**config.mk**
```make
export PLATFORM = sky130hd
export DESIGN_NAME = mmio_atomic_window
export DESIGN_NICKNAME = d
export VERILOG_FILES = /design/src/rtl/mmio_win_pkg.sv /design/src/rtl/mmio_addr_decode.sv /design/src/rtl/mmio_countdown.sv /design/src/rtl/mmio_id_bytes.sv /design/src/rtl/mmio_atomic_window.sv
export SDC_FILE = /design/constraint.sdc
export NUM_CORES = 1
export LEC_CHECK = 0
export BUFFER_PORTS_ARGS = -buffer_cell sky130_fd_sc_hd__buf_2
export CAP_MARGIN = 20
export CORE_MARGIN = 5
export CORE_UTILIZATION = 50
export CTS_BUF_LIST = sky130_fd_sc_hd__clkbuf_4 sky130_fd_sc_hd__clkbuf_8
export CTS_CLUSTER_SIZE = 24
export DETAILED_ROUTE_END_ITERATION = 16
export PLACE_DENSITY = 0.75
export REMOVE_ABC_BUFFERS = 1
export SYNTH_ARGS = -nofsm -noshare
export SYNTH_HDL_FRONTEND = slang
export SYNTH_SLANG_ARGS = --single-unit
```
**constraint.sdc**
```tcl
create_clock -name clk -period 3 [get_ports clk]
set_input_delay 0.9 -clock clk [delete_from_list [all_inputs] [get_ports clk]]
set_output_delay 0.9 -clock clk [all_outputs]
set_load 0.01 [all_outputs]
```
**src/rtl/mmio_win_pkg.sv**
```systemverilog
// Package: shared encodings and slot tables for the register window.
// Assumes byte-wide registers and a 5-bit register field.
package mmio_win_pkg;

    typedef enum logic [1:0] {
        OP_WRITE = 2'b00,
        OP_AND   = 2'b01,
        OP_OR    = 2'b10,
        OP_READ  = 2'b11
    } op_e;

    typedef enum logic [1:0] {
        AR_CTRL = 2'b00,
        AR_RSVD = 2'b01,
        AR_ID   = 2'b10,
        AR_PAT  = 2'b11
    } area_e;

    localparam int unsigned IDX_W     = 5;
    localparam int unsigned NUM_PLAIN = 4;

    // Plain storage slots: relocation even, status odd, timer control, paging.
    localparam logic [IDX_W-1:0] PLAIN_IDX  [NUM_PLAIN] = '{5'd0, 5'd9, 5'd12, 5'd24};
    localparam logic [7:0]       PLAIN_MASK [NUM_PLAIN] = '{8'hFE, 8'h7C, 8'h80, 8'hFF};

    localparam int unsigned SLOT_RELOC = 0;
    localparam int unsigned SLOT_HSTO  = 1;
    localparam int unsigned SLOT_TCTL  = 2;
    localparam int unsigned SLOT_PAGE  = 3;

    localparam logic [IDX_W-1:0] IX_RELOC_O = 5'd1;
    localparam logic [IDX_W-1:0] IX_HST_E   = 5'd8;
    localparam logic [IDX_W-1:0] IX_TVAL    = 5'd14;

    localparam logic [7:0] HST_E_MASK = 8'h54;
    localparam logic [7:0] PAGING_KEY = 8'hC0;

    // Apply the operation encoded in the address to a stored byte.
    function automatic logic [7:0] merge_byte(op_e op, logic [7:0] q, logic [7:0] d);
        case (op)
            OP_AND:  merge_byte = q & d;
            OP_OR:   merge_byte = q | d;
            default: merge_byte = d;
        endcase
    endfunction

endpackage

```
**src/rtl/mmio_addr_decode.sv**
```systemverilog
// Address decoder: splits the window address into register, operation and
// area fields and produces per-register hit lines for the control area.
// Assumes a 9-bit address; pure combinational.
module mmio_addr_decode
    import mmio_win_pkg::*;
(
    input  logic [8:0]           addr,
    output logic [IDX_W-1:0]     idx,
    output op_e                  op,
    output area_e                area,
    output logic [NUM_PLAIN-1:0] plain_hit,
    output logic                 hit_hst_e,
    output logic                 hit_tval,
    output logic                 hit_reloc_o
);

    assign idx  = addr[IDX_W-1:0];
    assign op   = op_e'(addr[6:5]);
    assign area = area_e'(addr[8:7]);

    // One comparator per plain storage slot.
    for (genvar s = 0; s < NUM_PLAIN; s++) begin : g_hit
        assign plain_hit[s] = (area == AR_CTRL) && (idx == PLAIN_IDX[s]);
    end

    assign hit_hst_e   = (area == AR_CTRL) && (idx == IX_HST_E);
    assign hit_tval    = (area == AR_CTRL) && (idx == IX_TVAL);
    assign hit_reloc_o = (area == AR_CTRL) && (idx == IX_RELOC_O);

endmodule

```
**src/rtl/mmio_countdown.sv**
```systemverilog
// Countdown timer: loadable down-counter that stops at zero.
// Assumes a load takes priority over a decrement in the same cycle.
module mmio_countdown #(
    parameter int unsigned W = 8
) (
    input  logic         clk,
    input  logic         rst_n,
    input  logic         run,
    input  logic         load,
    input  logic [W-1:0] load_val,
    output logic [W-1:0] val,
    output logic         expire
);

    // Load, decrement while running and nonzero, else hold.
    always_ff @(posedge clk) begin
        if (!rst_n)                  val <= '0;
        else if (load)               val <= load_val;
        else if (run && val != '0)   val <= val - 1'b1;
    end

    // Expiry marks the cycle in which the count steps from one to zero.
    assign expire = run && !load && (val == W'(1));

    p_count_step_r10: assert property (@(posedge clk) disable iff (!rst_n)
        (run && !load && val != '0) |=> (val == $past(val) - 1'b1));

    p_count_hold_r10: assert property (@(posedge clk) disable iff (!rst_n)
        (!run && !load) |=> $stable(val));

endmodule

```
**src/rtl/mmio_id_bytes.sv**
```systemverilog
// Identification areas: constant bytes computed from the register index.
// Assumes area 10 holds a seeded address code and area 11 a test pattern.
module mmio_id_bytes
    import mmio_win_pkg::*;
#(
    parameter logic [7:0] ID_SEED = 8'hA0
) (
    input  area_e            area,
    input  logic [IDX_W-1:0] idx,
    output logic [7:0]       byte_out
);

    // Select the constant byte for the addressed identification slot.
    always_comb begin
        case (area)
            AR_ID:   byte_out = ID_SEED ^ {{(8-IDX_W){1'b0}}, idx};
            AR_PAT:  byte_out = idx[0] ? 8'hAA : 8'h55;
            default: byte_out = 8'h00;
        endcase
    end

endmodule

```
**src/rtl/mmio_atomic_window.sv**
```systemverilog
// Top: byte register window with write / AND / OR / read aliases per register.
// Holds relocation, interrupt-status, timer and paging registers, flags
// illegal accesses and returns read data one cycle after acceptance.
// Assumes req_ready is permanently high and one access per cycle.
module mmio_atomic_window
    import mmio_win_pkg::*;
#(
    parameter logic [1:0] RAM_SIZE_CODE = 2'b10,
    parameter logic [7:0] ID_SEED       = 8'hA0,
    parameter int unsigned DATA_W       = 8
) (
    input  logic              clk,
    input  logic              rst_n,
    input  logic              req_valid,
    output logic              req_ready,
    input  logic [8:0]        req_addr,
    input  logic [DATA_W-1:0] req_wdata,
    output logic              rsp_valid,
    output logic [DATA_W-1:0] rsp_rdata,
    output logic              irq,
    output logic [6:0]        ram_base,
    output logic              paging_en
);

    localparam logic [7:0] RELOC_O_VAL = {4'b0, RAM_SIZE_CODE, 2'b0};

    logic [IDX_W-1:0]     idx;
    op_e                  op;
    area_e                area;
    logic [NUM_PLAIN-1:0] plain_hit;
    logic                 hit_hst_e, hit_tval, hit_reloc_o;
    logic                 acc, wr_acc, rd_acc, legal_wr, bad_wr, bad_rd;
    logic [7:0]           slot_q [NUM_PLAIN];
    logic [7:0]           hst_e_q, hst_e_base;
    logic [7:0]           tval, id_byte, rd_mux;
    logic                 expire;

    assign req_ready = 1'b1;

    mmio_addr_decode u_dec (
        .addr        (req_addr),
        .idx         (idx),
        .op          (op),
        .area        (area),
        .plain_hit   (plain_hit),
        .hit_hst_e   (hit_hst_e),
        .hit_tval    (hit_tval),
        .hit_reloc_o (hit_reloc_o)
    );

    assign acc      = req_valid && req_ready;
    assign wr_acc   = acc && (op != OP_READ);
    assign rd_acc   = acc && (op == OP_READ);
    assign legal_wr = (|plain_hit) || hit_hst_e || hit_tval;
    assign bad_wr   = wr_acc && !legal_wr;
    assign bad_rd   = rd_acc && (area == AR_RSVD);

    // Plain slots: masked merge of the addressed register.
    always_ff @(posedge clk) begin
        for (int s = 0; s < NUM_PLAIN; s++) begin
            if (!rst_n)
                slot_q[s] <= 8'h00;
            else if (wr_acc && plain_hit[s])
                slot_q[s] <= merge_byte(op, slot_q[s], req_wdata) & PLAIN_MASK[s];
        end
    end

    mmio_countdown #(.W(8)) u_timer (
        .clk      (clk),
        .rst_n    (rst_n),
        .run      (slot_q[SLOT_TCTL][7]),
        .load     (wr_acc && hit_tval),
        .load_val (merge_byte(op, tval, req_wdata)),
        .val      (tval),
        .expire   (expire)
    );

    // Software update of the even status register before hardware events.
    always_comb begin
        hst_e_base = hst_e_q;
        if (wr_acc && hit_hst_e)
            hst_e_base = merge_byte(op, hst_e_q, req_wdata) & HST_E_MASK;
    end

    // Even status register: hardware events win over software clears.
    always_ff @(posedge clk) begin
        if (!rst_n) hst_e_q <= 8'h00;
        else        hst_e_q <= hst_e_base | {3'b0, expire, 1'b0, bad_wr || bad_rd, 2'b0};
    end

    mmio_id_bytes #(.ID_SEED(ID_SEED)) u_id (
        .area     (area),
        .idx      (idx),
        .byte_out (id_byte)
    );

    // Read data selection across areas and control registers.
    always_comb begin
        rd_mux = 8'h00;
        if (area == AR_CTRL) begin
            for (int s = 0; s < NUM_PLAIN; s++)
                if (plain_hit[s]) rd_mux = slot_q[s];
            if (hit_hst_e)   rd_mux = hst_e_q;
            if (hit_tval)    rd_mux = tval;
            if (hit_reloc_o) rd_mux = RELOC_O_VAL;
        end else begin
            rd_mux = id_byte;
        end
    end

    // Registered read response.
    always_ff @(posedge clk) begin
        if (!rst_n) begin
            rsp_valid <= 1'b0;
            rsp_rdata <= '0;
        end else begin
            rsp_valid <= rd_acc;
            rsp_rdata <= rd_acc ? rd_mux : '0;
        end
    end

    // Registered interrupt: enabled OR of pending status bits.
    always_ff @(posedge clk) begin
        if (!rst_n) irq <= 1'b0;
        else        irq <= hst_e_q[6] && (hst_e_q[4] || hst_e_q[2] || (|slot_q[SLOT_HSTO]));
    end

    assign ram_base  = slot_q[SLOT_RELOC][7:1];
    assign paging_en = (slot_q[SLOT_PAGE] == PAGING_KEY);

    p_irq_gated_r11: assert property (@(posedge clk) disable iff (!rst_n)
        !hst_e_q[6] |=> !irq);

    p_read_response_r2: assert property (@(posedge clk) disable iff (!rst_n)
        rd_acc |=> rsp_valid);

    p_no_response_r2: assert property (@(posedge clk) disable iff (!rst_n)
        !rd_acc |=> !rsp_valid);

    p_illegal_flag_r7: assert property (@(posedge clk) disable iff (!rst_n)
        bad_wr |=> hst_e_q[2]);

    p_reserved_flag_r8: assert property (@(posedge clk) disable iff (!rst_n)
        bad_rd |=> hst_e_q[2]);

    p_and_merge_r3: assert property (@(posedge clk) disable iff (!rst_n)
        (wr_acc && op == OP_AND && plain_hit[SLOT_PAGE])
        |=> slot_q[SLOT_PAGE] == ($past(slot_q[SLOT_PAGE]) & $past(req_wdata)));

    p_or_merge_r4: assert property (@(posedge clk) disable iff (!rst_n)
        (wr_acc && op == OP_OR && plain_hit[SLOT_PAGE])
        |=> slot_q[SLOT_PAGE] == ($past(slot_q[SLOT_PAGE]) | $past(req_wdata)));

endmodule

```
* Word level (Yosys, flattened, before mapping)
Memory sizes are Yosys's and may differ from the RTL's.
Index checks and enable logic that the tools add are counted.
** Cells by class
- $add $sub $neg :: 1
- Reduce and logical (&&, ||, !) cells :: 35
- Equality and inequality tests :: 15
- Bitwise operators :: 17
- Muxes and demuxes :: 44
** Operator list (number)
- two-way mux 8 bit :: 22
- one-hot mux 8 bit (2 select lines) :: 5
- bitwise AND 8 bit :: 4
- OR 8 bit :: 4
- one-hot mux 7 bit (2 select lines) :: 2
- logical AND 1 bit :: 21
- equality test 5 x 4 -> 1 bit (second input constant) :: 4
- bitwise AND 7 bit :: 2
- two-way mux 7 bit :: 2
- OR 7 bit :: 2
- two-way mux 1 bit :: 13
- equality test 2 bit (second input constant) :: 4
- equality test 8 x 1 -> 1 bit (second input constant) :: 1
- equality test 8 bit (second input constant) :: 1
- OR 8 x 5 -> 8 bit :: 1
- nonzero test 8 bit :: 1
- OR reduction 8 bit :: 1
- subtractor 8 x 1 -> 8 bit (second input constant) :: 1
- equality test 5 x 1 -> 1 bit (second input constant) :: 1
- equality test 5 bit (second input constant) :: 1
- zero test 5 bit :: 1
- logical OR 1 bit :: 5
- equality test 2 x 1 -> 1 bit (second input constant) :: 2
- OR 1 bit :: 4
- other kinds (6) :: 7
** Storage, ports and cells
- Memories :: 1
- RAM bits :: 32
- Logic and storage cells :: 118
- Input bits :: 20
- Bits in registers :: 26
** Memories
- slot_q :: words 4, bits a word 8, read ports 4, clocked after memory_dff 0, wr ports 4, RTL line mmio_atomic_window.sv:33 : logic [7:0] slot_q [NUM_PLAIN];

* Logic depth before layout (Yosys ltp)
- Word-level depth :: 10
- Gate-level depth with buffers :: 8

* By module
From an unflattened synthesis, not the netlist that was laid out.
** Second synthesis, totals
- Cells, all modules :: 429
- Area, all modules :: 3310.7 µm²
** Modules (own cells, without submodules)
- mmio_atomic_window :: cells an instance 322, instances 1, area an instance 2512.4 µm², sequential area each 890.9 µm²
- mmio_countdown :: cells an instance 70, instances 1, area an instance 545.5 µm², sequential area each 160.2 µm²
- mmio_addr_decode :: cells an instance 21, instances 1, area an instance 162.7 µm², sequential area each 0.0 µm²
- mmio_id_bytes :: cells an instance 16, instances 1, area an instance 90.1 µm², sequential area each 0.0 µm²

* Worst setup path after synthesis
Ideal clock, no wire load.
- Kind :: input port to flip-flop
- From :: input port req_addr[8]
- To :: memory slot_q[3][2], in the netlist slot_q[1][10], enable pin
- Buffers on the path :: 2
- Cell stages on the path :: 6
- Data arrival time :: 2.593 ns
- Data required time :: 2.616 ns
- Setup slack :: 0.023 ns
- Path through :: clkbuf_1 -> nor4b_1 -> and3_1 -> clkbuf_1 -> inv_1 -> o21ai_0
** RTL lines
- start: declaration :: RTL line mmio_atomic_window.sv:16 : input logic [8:0] req_addr,
- end: declaration :: RTL line mmio_atomic_window.sv:33

* Final worst setup path
- From :: input port req_addr[7]
- To :: register u_timer.val[2]
** On the way
- Longest elaborated chain between the ends :: 4
** Ends and longest elaborated chain
- zero test 2 bit (*) :: RTL line mmio_addr_decode.sv:27 : assign hit_tval = (area == AR_CTRL) && (idx == IX_TVAL);
- logical AND 1 bit (*) :: RTL line mmio_addr_decode.sv:27
- logical AND 1 bit (*) :: RTL line mmio_atomic_window.sv:72 : .load (wr_acc && hit_tval),
- two-way mux 8 bit or nonzero test 2 bit (tied branches)
- end signal: assignment :: RTL line mmio_countdown.sv:18 : else if (load) val <= load_val;
- end signal: assignment :: RTL line mmio_countdown.sv:19 : else if (run && val != '0) val <= val - 1'b1;
- end: declaration :: RTL line mmio_countdown.sv:11 : output logic [W-1:0] val,
Every way passes the cells marked *; elsewhere a longest branch is shown, timed or not.
A chain may end at the register's enable or synchronous reset.

==> results.toml <==
[placed_design]
place.gp.congestion = 0.969
detailedPlacementHpwl_um = 6460
buffer_ports.inserted = 37

[power]
power_report.internal_total_mw = 1.08
vdd.ir_drop.worst_mv = 0.243
total_power_mw = 1.70
p_sw_share_pct = 36.4
power_density_mw_per_mm2 = 524
static-leakage-power_nw = 1.27
reg_power_share_pct = 44.6
power.share.combinational_pct = 33.2
clock_power_share_pct = 22.2
switchingPower_mw = 0.620

[global_route]
vias_in_the_first_global_route = 2678
track_usage_pct = 24.3
grt_first_pass_wirelength_um = 14100
grt_max_degree = 19
number_of_antenna_violations_at_the_first_check_in_global_routing = 0
grt_overflow_total = 0

[setup_path]
critPathArrivalTime_ns = 2.60
reg2reg_slack_ns = 0.62
worstPathMaxFanout = 18
worst-setup-path-type = "input pin to flip-flop"
sort_of_element_at_the_end_of_the_critical_path = "flip-flop"
cp.required_ns = 3.21
critPathLaunchType = "input pin"

[sta]
timing.hold.ws_ns = 0.510
grt_setup_unrepaired = "false"
report.final.slew_viol_count = 0
setup_viol_count_final = 0
layout_min_cycle_time_ns = 2.39
finalSetupTns_ns = 0
worst-slew-pin-transition_ns = 0.584
finalHoldViolations = 0
fin_skew_ns = 0.00488
fmaxAchievable_mhz = 418
worst_slew_margin_rel_pct = 60.1
period_share_pct = 79.7

[clock_network]
ctsHtreeMaxLevel = 2
tritoncts = "done"
cts_repair_resize_count = 0
cts_setup_buffers = 0
numCtsBuffers = 5
clock_insertion_delay_worst_skew_ns = 0.30
cts-root-buf = "sky130_fd_sc_hd__clkbuf_8"
clockBufferDepth = 2
clkTransAtPathRegs_ns = 0.08
cts.sink_count = 42
cts-hold-fix-buffers = 0

[final_layout]
register_area_mm2 = 0.00105
fin_nets = 417
antenna_cells_inserted = 0
layout-area-overhead-vs-synth_pct = 10.9
multi_input_comb_area_mm2 = 0.00167
drive_gt1_share_pct = 19.3
fillers = 537

[detailed_routing]
drc_errors = 0
routed_wirelength_um = 8910
violation_count_after_the_first_detailed_routing_iteration = 475
antenna_violating_nets_post_route = 0
vias = 2922
routed_via_density = 6.28
detail_route.wl_per_cell_um = 19.2
drtPass1Iterations = 5

[synthesis]
synth_top_area_cell = "sky130_fd_sc_hd__edfxtp_1"
synth_top_flop_cell = "sky130_fd_sc_hd__edfxtp_1"
asyncSetResetFlopFracSynth_pct = 0
synthMostInstantiatedCell = "sky130_fd_sc_hd__nand2_1"
portion_of_the_post_synthesis_area_used_by_sequential_elements_pct = 35.8
synth_enable_flop_cells = 21
postSynthCellCount = 361
synth_top_cells_by_area = "sky130_fd_sc_hd__edfxtp_1 22%, sky130_fd_sc_hd__dfxtp_1 14%, sky130_fd_sc_hd__nand2_1 9.3%"
post_synth_instance_area_mm2 = 0.00293
synthTopCellsByCount = "73 x sky130_fd_sc_hd__nand2_1, 29 x sky130_fd_sc_hd__a21oi_1, 28 x sky130_fd_sc_hd__o21ai_0"
postSynthAreaPerCell_um2 = 8.12
ys_seq_elements = 42
synthDominantCellAreaShare_pct = 21.5
synth_warnings = 0
yosys.cell_types.count = 64

[floorplanning]
initial_standard_cell_utilization_of_the_core_pct = 52.3
dieHeight_um = 86.6
boundaryPins = 39
core_mm2 = 0.00561
fp.dieW_um = 86.6
rows = 27
dieArea_mm2 = 0.00750

[run]
drv_cap = 0

[outcome]
outcome = "completed"

[min_path]
holdCritPathClass = "flip-flop to flip-flop"
==> power groups by stage <==
stage / combinational (mW) / clock [mW] / sequential [mW]
after detailed placement: 0.552 / 0 / 0.769
final: 0.565 / 0.378 / 0.760
after global placement: 0.535 / 0 / 0.768
after CTS: 0.555 / 0.378 / 0.756
after floorplan: 0.391 / 0 / 0.731
after global routing: 0.617 / 0.398 / 0.768
==> cell usage in the layout (no fill, tap or decap), drive strengths merged, types with 2 or more instances in the layout <==
cell and count:
inv 11, a31oi 3, nor2b 19, edfxtp 21, and2 2, o2bb2ai 2
and4 2, a2111oi 3, buf 54, a21oi 29, nor4 5, or2 2
nor2 11, ha 5, a211oi 9, mux2i 2, a22oi 7, a21boi 2
nor3 9, or4b 3, dfxtp 21, clkinv 3, nor3b 2, or3 4
clkbuf 6, o32ai 2, nand3b 2, nor4b 3, mux2 6, nand3 6
o21ai 28, o211ai 3, a311oi 2, xnor2 4, nand2 73, nand2b 4
a32oi 2, a221oi 3
==> final timing paths <==
check                         startpoint                          end  cells after the start
min reg2reg      hst_e_q[6]$_SDFFE_PN0P_               irq$_SDFF_PN0_                      2
max reg2reg  u_timer.val[0]$_SDFFE_PN0P_  u_timer.val[1]$_SDFFE_PN0P_                      7
min              hst_e_q[6]$_SDFFE_PN0P_               irq$_SDFF_PN0_                      2
max                          req_addr[7]  u_timer.val[2]$_SDFFE_PN0P_                      5
==> final cells by class <==
class	instances	share of cell area, %
Tap cell	72	2.77
Clock buffer	6	2.35
Multi-Input combinational cell	277	51.3
Inverter	12	1.39
Clock inverter	2	0.269
Timing Repair Buffer	54	9.62
Sequential cell	42	32.3
==> per-layer routing <==
metal  vias up  routed length (um)  track usage [%]
met5         -                   0                0
met4         0                 117             7.22
met3        10                 984             4.28
met2       163                4020             38.6
met1      1375                3790             33.6
li1       1374                   -                -
==> registers in the layout, indices dropped and copies added (netlist names) <==
signal       cells
hst_e_q          3
irq              1
rsp_rdata        8
rsp_valid        1
slot_q          21
u_timer.val      8
==> through the flow <==
stage / std cells / setup WS [ns] / util (%) / cell area, um^2
final: 465 / 0.609 / 58.0 / 3250
after global routing: 465 / 0.411 / 58.0 / 3250
after CTS: 465 / 0.616 / 58.0 / 3250
after detailed placement: 457 / 0.306 / 56.5 / 3170
after global placement: 457 / 0.320 / 56.5 / 3170
after floorplan: 331 / 0.229 / - / 2760
==> worst max-delay path, cell delays in order <==
cell                      delay, ns
sky130_fd_sc_hd__buf_2         0.16
sky130_fd_sc_hd__or4b_4        0.59
sky130_fd_sc_hd__or3_4         0.50
sky130_fd_sc_hd__mux2_4        0.33
sky130_fd_sc_hd__o32ai_1       0.11
==> kinds of logic (layout without fill, tap and decap cells) <==
family	count (synthesis)	in the layout	synth area share [%]
mux	8	8	3.24
other cells	1	1	0.128
buf+inv	42	74	7.29
compound gates	105	105	23.3
simple gates	153	153	26.6
flops	42	42	35.8
xor+xnor	5	5	1.49
fa+ha+maj	5	5	2.13
No activity file was read; power rests on OpenSTA's default activity.
